## config.mk

```make
export PLATFORM = sky130hd
export DESIGN_NAME = sgdma_seq
export DESIGN_NICKNAME = d
export VERILOG_FILES = /design/src/rtl/sgdma_pkg.sv /design/src/rtl/sgdma_desc_store.sv /design/src/rtl/sgdma_status.sv /design/src/rtl/sgdma_fsm.sv /design/src/rtl/sgdma_seq.sv
export SDC_FILE = /design/constraint.sdc
export NUM_CORES = 1
export LEC_CHECK = 0
export BUFFER_PORTS_ARGS = -buffer_cell sky130_fd_sc_hd__buf_2
export CAP_MARGIN = 20
export CORE_UTILIZATION = 40
export DETAILED_ROUTE_END_ITERATION = 10
export PLACE_DENSITY = 0.72
export SLEW_MARGIN = 20
export SYNTH_ARGS = -nofsm -noshare
export SYNTH_HDL_FRONTEND = slang
export SYNTH_HIERARCHICAL = 1
export SYNTH_SLANG_ARGS = --single-unit
```

## constraint.sdc

```tcl
create_clock -name clk -period 4.67 [get_ports clk]
set_clock_uncertainty 0.1 [all_clocks]
set_input_delay 0.7005 -clock clk [delete_from_list [all_inputs] [get_ports clk]]
set_output_delay 0.7005 -clock clk [all_outputs]
set_load 0.01 [all_outputs]
```

## src/rtl/sgdma_pkg.sv

```systemverilog
package sgdma_pkg;

   typedef enum logic [3:0] {
      S_IDLE,
      S_FETCH,
      S_EVAL,
      S_LAUNCH,
      S_XFER,
      S_WB,
      S_CMPL,
      S_NEXT,
      S_STOP
   } sg_state_t;

   localparam int unsigned DESC_WORDS = 4;
   localparam int unsigned ALIGN      = 4;

   localparam int unsigned W_PCI = 0;
   localparam int unsigned W_LOC = 1;
   localparam int unsigned W_CNT = 2;
   localparam int unsigned W_NXT = 3;

   localparam int unsigned NB_SPACE = 0;
   localparam int unsigned NB_EOC   = 1;
   localparam int unsigned NB_TC    = 2;
   localparam int unsigned NB_DIR   = 3;

endpackage

```

## src/rtl/sgdma_desc_store.sv

```systemverilog
module sgdma_desc_store
   import sgdma_pkg::*;
#(
   parameter int unsigned AW = 32,
   parameter int unsigned DW = 32,
   localparam int unsigned CW = DW - 1,
   localparam int unsigned HW = AW - ALIGN
) (
   input  logic          clk,
   input  logic          rst_n,
   input  logic          cap_i,
   input  logic [1:0]    sel_i,
   input  logic [DW-1:0] word_i,
   output logic [AW-1:0] pci_o,
   output logic [AW-1:0] loc_o,
   output logic [CW-1:0] cnt_o,
   output logic          valid_o,
   output logic          eoc_o,
   output logic          tc_o,
   output logic          dir_o,
   output logic          nspace_o,
   output logic [HW-1:0] nhi_o
);

   logic [DW-1:0] words_q [DESC_WORDS];

   for (genvar w = 0; w < DESC_WORDS; w++) begin : g_word
      always_ff @(posedge clk) begin
         if (!rst_n) begin
            words_q[w] <= '0;
         end else if (cap_i && (sel_i == 2'(w))) begin
            words_q[w] <= word_i;
         end
      end
   end

   if (AW == DW) begin : g_full_addr
      assign pci_o = words_q[W_PCI];
      assign loc_o = words_q[W_LOC];
   end else begin : g_narrow_addr
      assign pci_o = words_q[W_PCI][AW-1:0];
      assign loc_o = words_q[W_LOC][AW-1:0];
   end

   assign cnt_o    = words_q[W_CNT][CW-1:0];
   assign valid_o  = words_q[W_CNT][DW-1];
   assign nspace_o = words_q[W_NXT][NB_SPACE];
   assign eoc_o    = words_q[W_NXT][NB_EOC];
   assign tc_o     = words_q[W_NXT][NB_TC];
   assign dir_o    = words_q[W_NXT][NB_DIR];
   assign nhi_o    = words_q[W_NXT][AW-1:ALIGN];

endmodule

```

## src/rtl/sgdma_status.sv

```systemverilog
module sgdma_status (
   input  logic clk,
   input  logic rst_n,
   input  logic accept_i,
   input  logic fin_i,
   input  logic abort_i,
   input  logic tc_evt_i,
   input  logic done_ie_i,
   input  logic clr_i,
   output logic done_o,
   output logic irq_o
);

   logic irq_set;

   assign irq_set = tc_evt_i | (fin_i & done_ie_i);

   always_ff @(posedge clk) begin
      if (!rst_n) begin
         done_o <= 1'b0;
         irq_o  <= 1'b0;
      end else begin
         if (fin_i || abort_i) begin
            done_o <= 1'b1;
         end else if (accept_i) begin
            done_o <= 1'b0;
         end
         irq_o <= (irq_o & ~clr_i) | irq_set;
      end
   end

endmodule

```

## src/rtl/sgdma_fsm.sv

```systemverilog
module sgdma_fsm
   import sgdma_pkg::*;
#(
   parameter int unsigned AW = 32,
   localparam int unsigned HW = AW - ALIGN
) (
   input  logic          clk,
   input  logic          rst_n,
   input  logic          en_i,
   input  logic          start_i,
   input  logic          abort_i,
   input  logic          ring_i,
   input  logic          vstop_i,
   input  logic          clrcnt_i,
   input  logic [HW-1:0] first_hi_i,
   input  logic          first_space_i,
   input  logic          rd_ack_i,
   input  logic          wr_ack_i,
   input  logic          mv_done_i,
   input  logic          d_valid_i,
   input  logic          d_cnt_zero_i,
   input  logic          d_eoc_i,
   input  logic          d_tc_i,
   input  logic          d_nspace_i,
   input  logic [HW-1:0] d_nhi_i,
   output logic          rd_req_o,
   output logic          wr_req_o,
   output logic [AW-1:0] acc_addr_o,
   output logic          acc_space_o,
   output logic          cap_o,
   output logic [1:0]    sel_o,
   output logic          mv_start_o,
   output logic          mv_hold_o,
   output logic          mv_abort_o,
   output logic          busy_o,
   output logic          accept_o,
   output logic          fin_o,
   output logic          abort_done_o,
   output logic          tc_evt_o
);

   sg_state_t     state_q;
   logic [1:0]    idx_q;
   logic [HW-1:0] base_hi_q;
   logic          space_q;
   logic          start_q;
   logic          abort_q;
   logic          abort_hit;
   logic [1:0]    word_off;

   assign abort_hit = abort_i && !en_i && (state_q != S_IDLE);
   assign word_off  = (state_q == S_WB) ? 2'(W_CNT) : idx_q;

   assign rd_req_o     = (state_q == S_FETCH);
   assign wr_req_o     = (state_q == S_WB);
   assign acc_addr_o   = {base_hi_q, word_off, 2'b00};
   assign acc_space_o  = space_q;
   assign cap_o        = (state_q == S_FETCH) && rd_ack_i;
   assign sel_o        = idx_q;
   assign mv_start_o   = start_q;
   assign mv_abort_o   = abort_q;
   assign mv_hold_o    = (state_q == S_XFER) && !en_i;
   assign busy_o       = (state_q != S_IDLE);
   assign accept_o     = (state_q == S_IDLE) && start_i && en_i;
   assign fin_o        = (state_q == S_CMPL) && d_eoc_i && !abort_hit;
   assign tc_evt_o     = (state_q == S_CMPL) && d_tc_i && !abort_hit;
   assign abort_done_o = abort_hit;

   always_ff @(posedge clk) begin
      if (!rst_n) begin
         state_q   <= S_IDLE;
         idx_q     <= '0;
         base_hi_q <= '0;
         space_q   <= 1'b0;
         start_q   <= 1'b0;
         abort_q   <= 1'b0;
      end else begin
         start_q <= 1'b0;
         abort_q <= 1'b0;
         if (abort_hit) begin
            state_q <= S_IDLE;
            abort_q <= 1'b1;
         end else begin
            case (state_q)
               S_IDLE: begin
                  if (start_i && en_i) begin
                     base_hi_q <= first_hi_i;
                     space_q   <= first_space_i;
                     idx_q     <= '0;
                     state_q   <= S_FETCH;
                  end
               end
               S_FETCH: begin
                  if (rd_ack_i) begin
                     idx_q <= idx_q + 2'd1;
                     if (idx_q == 2'(W_NXT)) state_q <= S_EVAL;
                  end
               end
               S_EVAL: begin
                  if (ring_i && !d_valid_i) begin
                     state_q <= vstop_i ? S_STOP : S_NEXT;
                  end else if (d_cnt_zero_i) begin
                     if (d_eoc_i) begin
                        state_q <= clrcnt_i ? S_WB : S_CMPL;
                     end else begin
                        base_hi_q <= d_nhi_i;
                        space_q   <= d_nspace_i;
                        state_q   <= S_NEXT;
                     end
                  end else begin
                     state_q <= S_LAUNCH;
                  end
               end
               S_LAUNCH: begin
                  if (en_i) begin
                     start_q <= 1'b1;
                     state_q <= S_XFER;
                  end
               end
               S_XFER: begin
                  if (mv_done_i) state_q <= clrcnt_i ? S_WB : S_CMPL;
               end
               S_WB: begin
                  if (wr_ack_i) state_q <= S_CMPL;
               end
               S_CMPL: begin
                  if (d_eoc_i) begin
                     state_q <= S_IDLE;
                  end else begin
                     base_hi_q <= d_nhi_i;
                     space_q   <= d_nspace_i;
                     state_q   <= S_NEXT;
                  end
               end
               S_NEXT: begin
                  if (en_i) begin
                     idx_q   <= '0;
                     state_q <= S_FETCH;
                  end
               end
               S_STOP: begin
                  if (start_i && en_i) begin
                     idx_q   <= '0;
                     state_q <= S_FETCH;
                  end
               end
               default: state_q <= S_IDLE;
            endcase
         end
      end
   end

endmodule

```

## src/rtl/sgdma_seq.sv

```systemverilog
module sgdma_seq
   import sgdma_pkg::*;
#(
   parameter int unsigned AW = 32,
   parameter int unsigned DW = 32,
   localparam int unsigned CW = DW - 1,
   localparam int unsigned HW = AW - ALIGN
) (
   input  logic          clk,
   input  logic          rst_n,
   input  logic          en_i,
   input  logic          start_i,
   input  logic          abort_i,
   input  logic          clr_irq_i,
   input  logic          mode_ring_i,
   input  logic          mode_vstop_i,
   input  logic          mode_clrcnt_i,
   input  logic          mode_done_ie_i,
   input  logic [HW-1:0] first_hi_i,
   input  logic          first_space_i,
   output logic          rd_req_o,
   output logic          rd_space_o,
   output logic [AW-1:0] rd_addr_o,
   input  logic          rd_ack_i,
   input  logic [DW-1:0] rd_data_i,
   output logic          wr_req_o,
   output logic          wr_space_o,
   output logic [AW-1:0] wr_addr_o,
   output logic [DW-1:0] wr_data_o,
   input  logic          wr_ack_i,
   output logic          mv_start_o,
   output logic [AW-1:0] mv_pci_addr_o,
   output logic [AW-1:0] mv_loc_addr_o,
   output logic [CW-1:0] mv_count_o,
   output logic          mv_dir_o,
   output logic          mv_hold_o,
   output logic          mv_abort_o,
   input  logic          mv_done_i,
   output logic          busy_o,
   output logic          done_o,
   output logic          irq_o
);

   if (AW > DW) begin : g_chk_aw
      $error("sgdma_seq: AW must not exceed DW");
   end
   if (AW <= ALIGN + 1) begin : g_chk_align
      $error("sgdma_seq: AW too small for aligned descriptors");
   end
   if (DW < 8) begin : g_chk_dw
      $error("sgdma_seq: DW too small for flag layout");
   end

   logic          cap, d_valid, d_eoc, d_tc, d_nspace;
   logic [1:0]    sel;
   logic [HW-1:0] d_nhi;
   logic [CW-1:0] d_cnt;
   logic [AW-1:0] acc_addr;
   logic          acc_space;
   logic          accept, fin, abort_done, tc_evt;

   sgdma_desc_store #(.AW(AW), .DW(DW)) u_store (
      .clk      (clk),
      .rst_n    (rst_n),
      .cap_i    (cap),
      .sel_i    (sel),
      .word_i   (rd_data_i),
      .pci_o    (mv_pci_addr_o),
      .loc_o    (mv_loc_addr_o),
      .cnt_o    (d_cnt),
      .valid_o  (d_valid),
      .eoc_o    (d_eoc),
      .tc_o     (d_tc),
      .dir_o    (mv_dir_o),
      .nspace_o (d_nspace),
      .nhi_o    (d_nhi)
   );

   sgdma_fsm #(.AW(AW)) u_fsm (
      .clk           (clk),
      .rst_n         (rst_n),
      .en_i          (en_i),
      .start_i       (start_i),
      .abort_i       (abort_i),
      .ring_i        (mode_ring_i),
      .vstop_i       (mode_vstop_i),
      .clrcnt_i      (mode_clrcnt_i),
      .first_hi_i    (first_hi_i),
      .first_space_i (first_space_i),
      .rd_ack_i      (rd_ack_i),
      .wr_ack_i      (wr_ack_i),
      .mv_done_i     (mv_done_i),
      .d_valid_i     (d_valid),
      .d_cnt_zero_i  (d_cnt == '0),
      .d_eoc_i       (d_eoc),
      .d_tc_i        (d_tc),
      .d_nspace_i    (d_nspace),
      .d_nhi_i       (d_nhi),
      .rd_req_o      (rd_req_o),
      .wr_req_o      (wr_req_o),
      .acc_addr_o    (acc_addr),
      .acc_space_o   (acc_space),
      .cap_o         (cap),
      .sel_o         (sel),
      .mv_start_o    (mv_start_o),
      .mv_hold_o     (mv_hold_o),
      .mv_abort_o    (mv_abort_o),
      .busy_o        (busy_o),
      .accept_o      (accept),
      .fin_o         (fin),
      .abort_done_o  (abort_done),
      .tc_evt_o      (tc_evt)
   );

   sgdma_status u_status (
      .clk       (clk),
      .rst_n     (rst_n),
      .accept_i  (accept),
      .fin_i     (fin),
      .abort_i   (abort_done),
      .tc_evt_i  (tc_evt),
      .done_ie_i (mode_done_ie_i),
      .clr_i     (clr_irq_i),
      .done_o    (done_o),
      .irq_o     (irq_o)
   );

   assign mv_count_o = d_cnt;
   assign rd_addr_o  = acc_addr;
   assign rd_space_o = acc_space;
   assign wr_addr_o  = acc_addr;
   assign wr_space_o = acc_space;
   assign wr_data_o  = '0;

endmodule

```

==> run metrics <==
hold buffer count at CTS 0; DRT Wirelength between 15 and 20 mm; R2R setup slack around 1.7 ns; crit path time final between 3 and 4 ns; layout cells sized above 1 0.396; Cells after Synth 584; Worst setup SP type register; drt first pass iters 5; die width roughly 140 um; Worst Reg2Reg Path Length in Cells 5; initial antenna violation count 0; TNS Setup 0 ns; setup bufs post-CTS 0; layout overhead on the synthesized area 21.2%; reg2reg start u_fsm/state_q[0]$_SDFFE_PP0P_; GRT overflow 0; CTS sink cnt 167; RSZ-0062 raised after global routing no; top cell type's share of synthesized area 0.504; placed cells approximately 1,000; Final period util 0.646; Worst EP required about 4.7 ns; crit path DAT roughly 3.0 ns; CTS tree done; total core area approximately 0.019 mm2; Layout Cells excl Fill roughly 1,000; critical path type register to register; Die Y 140 um; post-synthesis compound-gate area fraction 0.0826; # rows 50; Final HPWL DP 12.7 mm; Final setup viols 0; Max VDD drop 254 uV; drt wl/cell 17.9 um; Reg power frac 0.450; Synth area leaders edfxtp_1 (50%), and2_1 (11%), dfxtp_1 (10%); PostCTS Resize Cnt 0; number of flops mapped to enable cells by yosys ~130; Vias roughly 5,000; Leakage 0.00396 uW; die area 0.0196 mm2; reg2reg end u_store/words_q[0][25]$_SDFFCE_PN0P_; gpl congestion roughly 0.86; Nets approximately 860; #FFs+latches synth between 150 and 200; Max-cap violations 0; peak fanout along the critical path 17; area of the multi-input gates between 0.002 and 0.0025 mm2; XOR/XNOR Fraction of Synth Area 0; later-pin clock latency in the skew report about 0.43 ns; synth cell count leaders and2_1 (132), edfxtp_1 (128), buf_4 (70); Post-Synth Simple-Gate Area 0.161; Setup crit start u_fsm/state_q[0]$_SDFFE_PP0P_; post-synthesis sequential area ratio 0.606; Max Slew Vio Count 0; CP Capture Type register; post-detailed-route via-to-cell ratio approximately 5; Clk pin slew, worst setup/hold paths approximately 0.07 ns; main flop type after synthesis edfxtp_1; Fmax roughly 0.33 GHz; multiplexer area fraction after synthesis 0.0446; # fillers approximately 1,600; count of unique library cells instantiated by Yosys 50; pwr/cell area ~450 mW/mm2; most common cell in the netlist and2_1; Starting Density 0.408; crit path to u_store/words_q[0][25]$_SDFFCE_PN0P_; Logic pwr share 0.199; hold_ws roughly 0.38 ns; H-tree Lvls 4; number of port buffers around 240; DR DRC count 0; Post-synth ARST share 0; P_sw around 1200 uW; relative slew slack 0.506; Inserted Diodes 0; final hold vios 0; Ports between 200 and 300; adder-cell share of the synthesized area 0.00164; Mapped Area around 0.0076 mm2; Synth warnings 6; status finished, final reports clean; largest family of logic cells by synthesized area simple AND/OR/NAND/NOR gates; Net Sw Frac 0.300; Final ANT Viol Nets 0; CTS buffer count 17; synthesized area per cell between 10 and 15 um2; Internal between 2000 and 3000 uW; largest net degree at the start of global routing 37; 1st-iter DRT viols approximately 260; Worst Hold Class register to register; Clk pwr share 0.351; Reg area ~0.0046 mm2; GRT Total Usage 0.187; first-pass GRT wire length 27.5 mm; area leader, netlist edfxtp_1; Slew @ Worst Pin approximately 0.74 ns; clock buffer depth 2; vias in the first global route ~4,800; CTS Root Cell clkbuf_16
## power groups by stage
stage / clock, uW / combinational, uW / sequential [uW]
after floorplan: 0 / 555 / 1930
after global placement: 0 / 805 / 1890
after detailed placement: 0 / 817 / 1890
after CTS: 1480 / 818 / 1860
after global routing: 1530 / 892 / 1880
final: 1450 / 823 / 1860
## worst max-delay path, cell delays in order (launching register included)
cell      delay (ns)
dfxtp_1         0.64
nor4b_2         0.46
and2_1          0.32
nand2b_1        0.18
o21ai_4         0.58
buf_4           0.40
## layout by cell type, fill, tap and decap left out, types with 10 or more instances in the layout
cell type,count
a211oi_1,19
a211oi_2,10
a21oi_1,23
a21oi_2,10
and2_1,131
buf_2,239
clkbuf_16,17
conb_1,34
dfxtp_1,39
edfxtp_1,128
mux2i_1,34
## cell families (layout without fill, tap and decap cells)
group,after synthesis,after routing
fa+ha+maj,1,1
compound gates,81,81
buf+inv,106,285
flops,167,167
mux,34,34
other cells,2,34
simple gates,193,193
## worst min-delay path by stage
stage | start | endpoint | slack (ns) | depth (start not counted)
finish | u_status/irq_o$_SDFF_PN0_ | u_status/irq_o$_SDFF_PN0_ | 0.38 | 2
global route | u_status/irq_o$_SDFF_PN0_ | u_status/irq_o$_SDFF_PN0_ | 0.41 | 2
CTS | u_status/irq_o$_SDFF_PN0_ | u_status/irq_o$_SDFF_PN0_ | 0.39 | 2
detailed placement | u_status/irq_o$_SDFF_PN0_ | u_status/irq_o$_SDFF_PN0_ | 0.38 | 2
global placement | u_status/irq_o$_SDFF_PN0_ | u_status/irq_o$_SDFF_PN0_ | 0.38 | 2
floorplan | u_status/irq_o$_SDFF_PN0_ | u_status/irq_o$_SDFF_PN0_ | 0.40 | 2
## routing by layer
metal / GRT usage / up-vias / share of wire
met5: 0 / - / 0
met1: 0.235 / 2445 / 0.43
met3: 0.0410 / 16 / 0.064
met2: 0.319 / 253 / 0.50
met4: 0.0636 / 0 / 0.011
li1: - / 2381 / -
## metrics by stage
step | util | instance area (um2) | setup WS [ns] | power [uW]
finish | 0.495 | 9250 | 1.65 | 4140
global route | 0.495 | 9250 | 1.45 | 4300
CTS | 0.490 | 9170 | 1.62 | 4160
detailed placement | 0.458 | 8560 | 1.64 | 2710
global placement | 0.458 | 8560 | 1.75 | 2690
floorplan | - | 7750 | 0.518 | 2480
## area by class of cell
type	instances	share of cell area
Sequential cell	167	0.500
Multi-Input combinational cell	343	0.259
Timing Repair Buffer	246	0.141
Clock buffer	17	0.0460
Tap cell	234	0.0316
Clock inverter	15	0.0196
Inverter	7	0.00284
## flip-flops by register name, indices dropped and copies added (netlist names)
name               cells
u_fsm/state_q          4
u_fsm/sel_o            2
u_fsm/mv_abort_o       1
u_fsm/mv_start_o       1
u_status/done_o        1
u_fsm/acc_space_o      1
u_store/words_q      128
u_status/irq_o         1
u_fsm/base_hi_q       28
Note: power is estimated with default switching activity, not from simulation.
